===== src/rtl/cbr_pkg.sv =====
package cbr_pkg;

    localparam int OPC_W = 6;

    localparam logic [OPC_W-1:0] OP_JMP  = 6'h0D;
    localparam logic [OPC_W-1:0] OP_JEQ  = 6'h0E;
    localparam logic [OPC_W-1:0] OP_JNE  = 6'h0F;
    localparam logic [OPC_W-1:0] OP_JGT  = 6'h10;
    localparam logic [OPC_W-1:0] OP_JGE  = 6'h11;
    localparam logic [OPC_W-1:0] OP_JLT  = 6'h12;
    localparam logic [OPC_W-1:0] OP_JLE  = 6'h13;
    localparam logic [OPC_W-1:0] OP_CMP  = 6'h14;

    typedef enum logic [1:0] {
        FL_CLEAR = 2'd0,
        FL_EQ    = 2'd1,
        FL_GT    = 2'd2,
        FL_LT    = 2'd3
    } flag_state_t;

    typedef struct packed {
        logic eq;
        logic gt;
        logic lt;
    } flag_bits_t;

endpackage


===== src/rtl/cbr_compare.sv =====
module cbr_compare
    import cbr_pkg::*;
#(
    parameter int DATA_W = 32
) (
    input  logic [DATA_W-1:0] opa_i,
    input  logic [DATA_W-1:0] opb_i,
    output flag_state_t       result_o
);

    logic signed [DATA_W-1:0] sa;
    logic signed [DATA_W-1:0] sb;

    assign sa = opa_i;
    assign sb = opb_i;

    always_comb begin
        if (sa == sb) begin
            result_o = FL_EQ;
        end else if (sa > sb) begin
            result_o = FL_GT;
        end else begin
            result_o = FL_LT;
        end
    end

endmodule


===== src/rtl/cbr_flag_fsm.sv =====
module cbr_flag_fsm
    import cbr_pkg::*;
(
    input  logic        clk,
    input  logic        rst_n,
    input  logic        upd_i,
    input  flag_state_t result_i,
    output flag_bits_t  flags_o
);

    flag_state_t state_q;
    flag_state_t state_d;

    always_ff @(posedge clk or negedge rst_n) begin
        if (!rst_n) begin
            state_q <= FL_CLEAR;
        end else begin
            state_q <= state_d;
        end
    end

    always_comb begin
        state_d = state_q;
        unique case (state_q)
            FL_CLEAR: if (upd_i) state_d = result_i;
            FL_EQ:    if (upd_i) state_d = result_i;
            FL_GT:    if (upd_i) state_d = result_i;
            FL_LT:    if (upd_i) state_d = result_i;
        endcase
    end

    always_comb begin
        flags_o = '0;
        unique case (state_q)
            FL_CLEAR: flags_o = '0;
            FL_EQ:    flags_o.eq = 1'b1;
            FL_GT:    flags_o.gt = 1'b1;
            FL_LT:    flags_o.lt = 1'b1;
        endcase
    end

    // a written state is always one of the three outcome states
    a_r2_no_clear_after_update: assert property (@(posedge clk) disable iff (!rst_n)
        upd_i |=> (state_q != FL_CLEAR));

endmodule


===== src/rtl/cbr_cond_eval.sv =====
module cbr_cond_eval
    import cbr_pkg::*;
(
    input  logic             exec_i,
    input  logic [OPC_W-1:0] opcode_i,
    input  flag_bits_t       flags_i,
    output logic             taken_o
);

    logic cond;

    always_comb begin
        cond = 1'b0;
        unique case (opcode_i)
            OP_JMP:  cond = 1'b1;
            OP_JEQ:  cond = flags_i.eq;
            OP_JNE:  cond = !flags_i.eq;
            OP_JGT:  cond = flags_i.gt;
            OP_JGE:  cond = flags_i.gt | flags_i.eq;
            OP_JLT:  cond = flags_i.lt;
            OP_JLE:  cond = flags_i.lt | flags_i.eq;
            default: cond = 1'b0;
        endcase
    end

    assign taken_o = exec_i & cond;

endmodule


===== src/rtl/cbr_target_gen.sv =====
module cbr_target_gen #(
    parameter int ADDR_W    = 32,
    parameter int OFF_W     = 16,
    parameter int OFF_SHIFT = 2
) (
    input  logic [ADDR_W-1:0] pc_i,
    input  logic [OFF_W-1:0]  offset_i,
    output logic [ADDR_W-1:0] target_o
);

    localparam int EXT_W = ADDR_W - OFF_W - OFF_SHIFT;

    logic [ADDR_W-1:0] disp;

    generate
        if (OFF_SHIFT > 0) begin : g_scaled
            assign disp = {{EXT_W{offset_i[OFF_W-1]}}, offset_i, {OFF_SHIFT{1'b0}}};
        end else begin : g_unscaled
            assign disp = {{EXT_W{offset_i[OFF_W-1]}}, offset_i};
        end
    endgenerate

    assign target_o = pc_i + disp;

endmodule


===== src/rtl/cbr_resolver.sv =====
module cbr_resolver
    import cbr_pkg::*;
#(
    parameter int DATA_W    = 32,
    parameter int ADDR_W    = 32,
    parameter int OFF_W     = 16,
    parameter int OFF_SHIFT = 2
) (
    input  logic              clk,
    input  logic              rst_n,
    input  logic              exec_i,
    input  logic [5:0]        opcode_i,
    input  logic [DATA_W-1:0] opa_i,
    input  logic [DATA_W-1:0] opb_i,
    input  logic [ADDR_W-1:0] pc_i,
    input  logic [OFF_W-1:0]  offset_i,
    output logic              flag_eq_o,
    output logic              flag_gt_o,
    output logic              flag_lt_o,
    output logic              taken_o,
    output logic [ADDR_W-1:0] target_o
);

    flag_state_t cmp_res;
    flag_bits_t  flags;
    logic        cmp_upd;

    assign cmp_upd = exec_i && (opcode_i == OP_CMP);

    cbr_compare #(.DATA_W(DATA_W)) u_cmp (
        .opa_i    (opa_i),
        .opb_i    (opb_i),
        .result_o (cmp_res)
    );

    cbr_flag_fsm u_flags (
        .clk      (clk),
        .rst_n    (rst_n),
        .upd_i    (cmp_upd),
        .result_i (cmp_res),
        .flags_o  (flags)
    );

    cbr_cond_eval u_cond (
        .exec_i   (exec_i),
        .opcode_i (opcode_i),
        .flags_i  (flags),
        .taken_o  (taken_o)
    );

    cbr_target_gen #(
        .ADDR_W    (ADDR_W),
        .OFF_W     (OFF_W),
        .OFF_SHIFT (OFF_SHIFT)
    ) u_tgt (
        .pc_i     (pc_i),
        .offset_i (offset_i),
        .target_o (target_o)
    );

    assign flag_eq_o = flags.eq;
    assign flag_gt_o = flags.gt;
    assign flag_lt_o = flags.lt;

    a_r2_one_flag: assert property (@(posedge clk) disable iff (!rst_n)
        cmp_upd |=> ($countones({flag_eq_o, flag_gt_o, flag_lt_o}) == 1));

    a_r2_eq_on_match: assert property (@(posedge clk) disable iff (!rst_n)
        (cmp_upd && (opa_i == opb_i)) |=> flag_eq_o);

    a_r3_hold: assert property (@(posedge clk) disable iff (!rst_n)
        !cmp_upd |=> $stable({flag_eq_o, flag_gt_o, flag_lt_o}));

    a_r4_jmp_taken: assert property (@(posedge clk) disable iff (!rst_n)
        (exec_i && opcode_i == OP_JMP) |-> taken_o);

    a_r5_jeq_follows_flag: assert property (@(posedge clk) disable iff (!rst_n)
        (exec_i && opcode_i == OP_JEQ) |-> (taken_o == flag_eq_o));

    a_r9_idle_not_taken: assert property (@(posedge clk) disable iff (!rst_n)
        !exec_i |-> !taken_o);

    a_r2_flags_onehot0: assert property (@(posedge clk) disable iff (!rst_n)
        $onehot0({flag_eq_o, flag_gt_o, flag_lt_o}));

endmodule


===== config.mk =====
export PLATFORM = sky130hd
export DESIGN_NAME = cbr_resolver
export DESIGN_NICKNAME = d
export VERILOG_FILES = /design/src/rtl/cbr_pkg.sv /design/src/rtl/cbr_compare.sv /design/src/rtl/cbr_flag_fsm.sv /design/src/rtl/cbr_cond_eval.sv /design/src/rtl/cbr_target_gen.sv /design/src/rtl/cbr_resolver.sv
export SDC_FILE = /design/constraint.sdc
export NUM_CORES = 1
export LEC_CHECK = 0
export BUFFER_PORTS_ARGS = -buffer_cell sky130_fd_sc_hd__buf_2
export CAP_MARGIN = 20
export CORE_UTILIZATION = 50
export CTS_CLUSTER_DIAMETER = 120
export DETAILED_ROUTE_END_ITERATION = 8
export PLACE_DENSITY = 0.95
export SYNTH_ARGS = -nofsm -noshare
export SYNTH_HDL_FRONTEND = slang
export SYNTH_HIERARCHICAL = 1
export SYNTH_SLANG_ARGS = --single-unit

===== constraint.sdc =====
create_clock -name clk -period 3.5 [get_ports clk]
set_input_delay 0.35 -clock clk [delete_from_list [all_inputs] [get_ports clk]]
set_output_delay 0.35 -clock clk [all_outputs]
set_load 0.02 [all_outputs]

# == Yosys cells after proc, flatten, opt, wreduce, memory -nomap -nowiden ==
# Index checks and enable logic that the tools add are counted.
# totals
in_bits,121
register_bits,2
elab_cells,31
out_inout_bits,36
# classes
n_eq_ne,13
bitwise_logic,3
mux,8
reduce_logical,4
n_addsub,1
n_lt_le_gt_ge,1
# op_table
cell,n
$add A32 B32 Y32,1
$eq A32 B32 Y1,1
$gt A32 B32 Y1,1
$eq A6 B5 Y1 const B,5
$eq A6 B4 Y1 const B,3
$pmux W1 S7,1
$mux W2,3
$eq A2 B2 Y1 const B,2
$mux W1,4
$reduce_or A4 Y1,1
$eq A2 B1 Y1 const B,1
$logic_not A2 Y1,1
$ne A2 B1 Y1 const B,1
$or A1 B1 Y1,2
$and A1 B1 Y1,1
$logic_and A1 B1 Y1,1
$logic_not A1 Y1,1

# == Longest topological paths before layout ==
# depth
ltp_word,5
mapped_depth,10
ltp_nobuf,10

# == Hierarchy ==
# Netlist, hierarchy kept.
# modules_own_cells
mod,n_inst,seq_area_each_um2,area_each_um2,cells_each
cbr_target_gen,1,0.0,1764.2,237
cbr_compare,1,0.0,833.3,113
cbr_flag_fsm,1,50.0,98.8,7
cbr_cond_eval,1,0.0,72.6,12
cbr_resolver,1,0.0,21.3,2

# == Worst setup path before layout ==
# OpenSTA, ideal clock, no wires.
# synth_path
kind,input port to output port
from,input pc_i[2]
to,output target_o[26]
cell_stages,10
n_path_buf,0
t_arrival_ns,2.421
slack_ns,0.729
t_required_ns,3.150
path_cell_list,ha_1 > inv_1 > fa_1 > nor2b_1 > o2111ai_1 > a311oi_1 > nor2_1 > o311ai_4 > a41oi_1 > xnor2_1
# synth_between
elab_chain_cells,1
# synth_lines
element,line_no,rtl
"start, declared",cbr_resolver.sv:15,"input logic [ADDR_W-1:0] pc_i,"
$add A32 B32 Y32,cbr_target_gen.sv:23,assign target_o = pc_i + disp;
"end, declared",cbr_resolver.sv:21,output logic [ADDR_W-1:0] target_o
# Every way passes these cells.

# == Worst setup path after layout ==
# Same ends and word-level chain as after synthesis.

==> summary.txt <==
initial core utilization -> 0.533
WL met3 -> 489 um
biggest registers after layout -> u_flags/state_q (2)
wire per inst -> 13.8 um
Mapped Cells -> 371
top sig layer -> met4
final hold violations -> 0
Core Area -> 5240 um2
Setup Viol. Count Final -> 0
GR Overflow Total -> 0
drt via density -> 5.68
number of global-route vias before repair -> 3,239
setup bufs post-CTS -> 0
TritonCTS Buffers -> 3
most frequent cells in the layout -> buf_2, ha_1, inv_1, a21oi_1, nand2_1
post-route ant nets -> 0
post-synthesis net count -> 554
drt initial violations -> 129
crit-path max FO -> 3
chip height -> 76.7 um
Layout area overhead -> 29.4%
Cell Rows -> 26
DR WL met2 -> 4130 um
Worst Hold Class -> input pin to asynchronous set/reset pin
Die W -> 76.7 um
n_diodes -> 0
clk_skew -> 0 ns
Seq/Total Area, Yosys -> 0.0179
Yosys reg bits -> 2
commonest non-fill, non-tap cell in the layout -> buf_2
number of synthesized flops with an enable pin -> 0
Pleak -> 0.00200 uW
Max Root-Sink Buffers -> 2
Startpoint Class -> input pin
Worst-Skew Late Latency -> 0.21 ns
htree depth -> 1
crit end category -> output port
asr flop ratio synth -> 1.00
Tcrit/Tclk final -> 0.873
drt first pass iters -> 5
GPL Wtd Cong -> 0.885
status -> finished clean
flop-to-flop setup slack -> 2.71 ns
Synth Flop Type -> dfrtp_1
RSZ-0062 raised after global routing -> false
Least-Margin Pin Slew -> 0.456 ns
M1 WL -> 3210 um
WP data required -> 3.15 ns
antenna violations before repair -> 0
CP Launch Point -> pc_i[2]
Die Area -> 5880 um2
WP data arrival -> 2.71 ns
Avg Inst Size Synth -> 7.52 um2
Worst R2R End -> u_flags/state_q[0]
Post-route DRC -> 0
vias -> 3,311
Final Max Tran Viols -> 0
clk slew on worst S/H paths -> 0.03 ns
layout net count -> 698
Synth Warn # -> 6
Routed WL -> 8020 um
reg-to-reg startpoint -> u_flags/state_q[0]
IO Count -> 157
worst relative slew slack -> 0.693
synthesized area -> 2790 um2
Reg with most FFs -> u_flags/state_q
dpl hpwl -> 6880 um
CTS Hold Bufs -> 1
R2R depth -> 1
# placed instances -> 579
largest net degree at the start of global routing -> 16
Worst setup endpoint -> target_o[26]
count of cell types in the netlist -> 68
clock sinks -> 2
Crit Path Class -> input pin to output port
max reg flops -> 2
Root Buffer -> clkbuf_8
first-pass GRT wire length -> 13,400 um
VDD IR max -> 171 uV
Setup TNS Final -> 0 ns
maximum clock rate -> 327 MHz
Post-Layout Cell Count -> 583
Tmin final -> 3.06 ns
Total GRT Usage -> 0.267
IO Port Bufs -> 152
CTS resizes -> 0
Pwr Density -> 229 nW/um2
Max-Cap Viols -> 0
CTS tree -> done
fraction of layout cells with a size suffix above 1 -> 0.351
## critical path: stages
cell	delay, ns
buf_2	0.08
ha_1	0.17
inv_1	0.06
fa_1	0.40
nor2b_1	0.18
o2111ai_1	0.15
a311oi_1	0.31
nor2_1	0.15
o311ai_4	0.29
a41oi_1	0.19
xnor2_1	0.18
buf_2	0.20
## cell families after synthesis
kind of cell	count (synthesis)	share of synthesized area
fa+ha+maj	62	0.281
compound gates	118	0.326
simple gates	100	0.190
mux	2	0.0108
buf+inv	60	0.0901
flops	2	0.0179
xor+xnor	27	0.0848
## per-layer routing
layer  track usage  vias up
met2         0.516      152
met1         0.286     1500
li1              -     1641
met3        0.0333       18
met4         0.112        0
met5             0        -
## synth_stat cells, types with 3 or more instances
| cell | count | area share |
|---|---|---|
| a221oi_1 | 3 | 0.0094 |
| o21a_1 | 4 | 0.011 |
| nor2_1 | 17 | 0.023 |
| o21ai_1 | 6 | 0.011 |
| buf_2 | 3 | 0.0054 |
| o21bai_1 | 4 | 0.011 |
| a21o_1 | 19 | 0.051 |
| ha_1 | 61 | 0.27 |
| nand4_1 | 10 | 0.022 |
| inv_1 | 46 | 0.062 |
| nand3_1 | 9 | 0.016 |
| nand2_1 | 29 | 0.039 |
| nor2b_1 | 7 | 0.016 |
| xnor2_1 | 19 | 0.060 |
| xor2_1 | 8 | 0.025 |
| clkbuf_1 | 7 | 0.0094 |
| a31oi_1 | 4 | 0.0090 |
| o21ai_0 | 14 | 0.025 |
| a311oi_1 | 4 | 0.013 |
| a21oi_1 | 32 | 0.057 |
| nor3_1 | 8 | 0.014 |
## final cells by class
cell class / instances / area [um2]
Sequential cell: 2 / 50.0
Multi-Input combinational cell: 309 / 2490
Inverter: 46 / 173
Timing Repair Buffer: 153 / 771
Clock buffer: 3 / 41.3
Fill cell: 426 / 1630
Tap cell: 70 / 87.6
## power by group
| group | switching, uW | leakage [uW] | internal (uW) |
|---|---|---|---|
| logic | 412 | 0.00196 | 292 |
| registers | 3.66 | 0.0000257 | 27.7 |
| clock network | 18.8 | 0.0000216 | 72.8 |
## worst min-delay path by stage
stage | startpoint | endpoint | slack, ns
2_1_floorplan | rst_n | u_flags/state_q[0] | 0.05
3_3_place_gp | rst_n | u_flags/state_q[0] | 0.14
3_5_place_dp | rst_n | u_flags/state_q[0] | 0.14
4_1_cts | rst_n | u_flags/state_q[0] | 0.46
5_1_grt | rst_n | u_flags/state_q[0] | 0.48
6_report | rst_n | u_flags/state_q[0] | 0.46
## per-stage QoR
step	worst slack (ns)	utilization	power, uW	instance area (um2)	hold slack (ns)
2_1_floorplan	0.729	-	513	2790	0.0544
3_3_place_gp	0.573	0.680	707	3560	0.137
3_5_place_dp	0.480	0.680	725	3560	0.138
4_1_cts	0.468	0.689	825	3610	0.459
5_1_grt	0.318	0.689	895	3610	0.480
6_report	0.445	0.689	827	3610	0.464
Power figures use the tool's default switching activity.
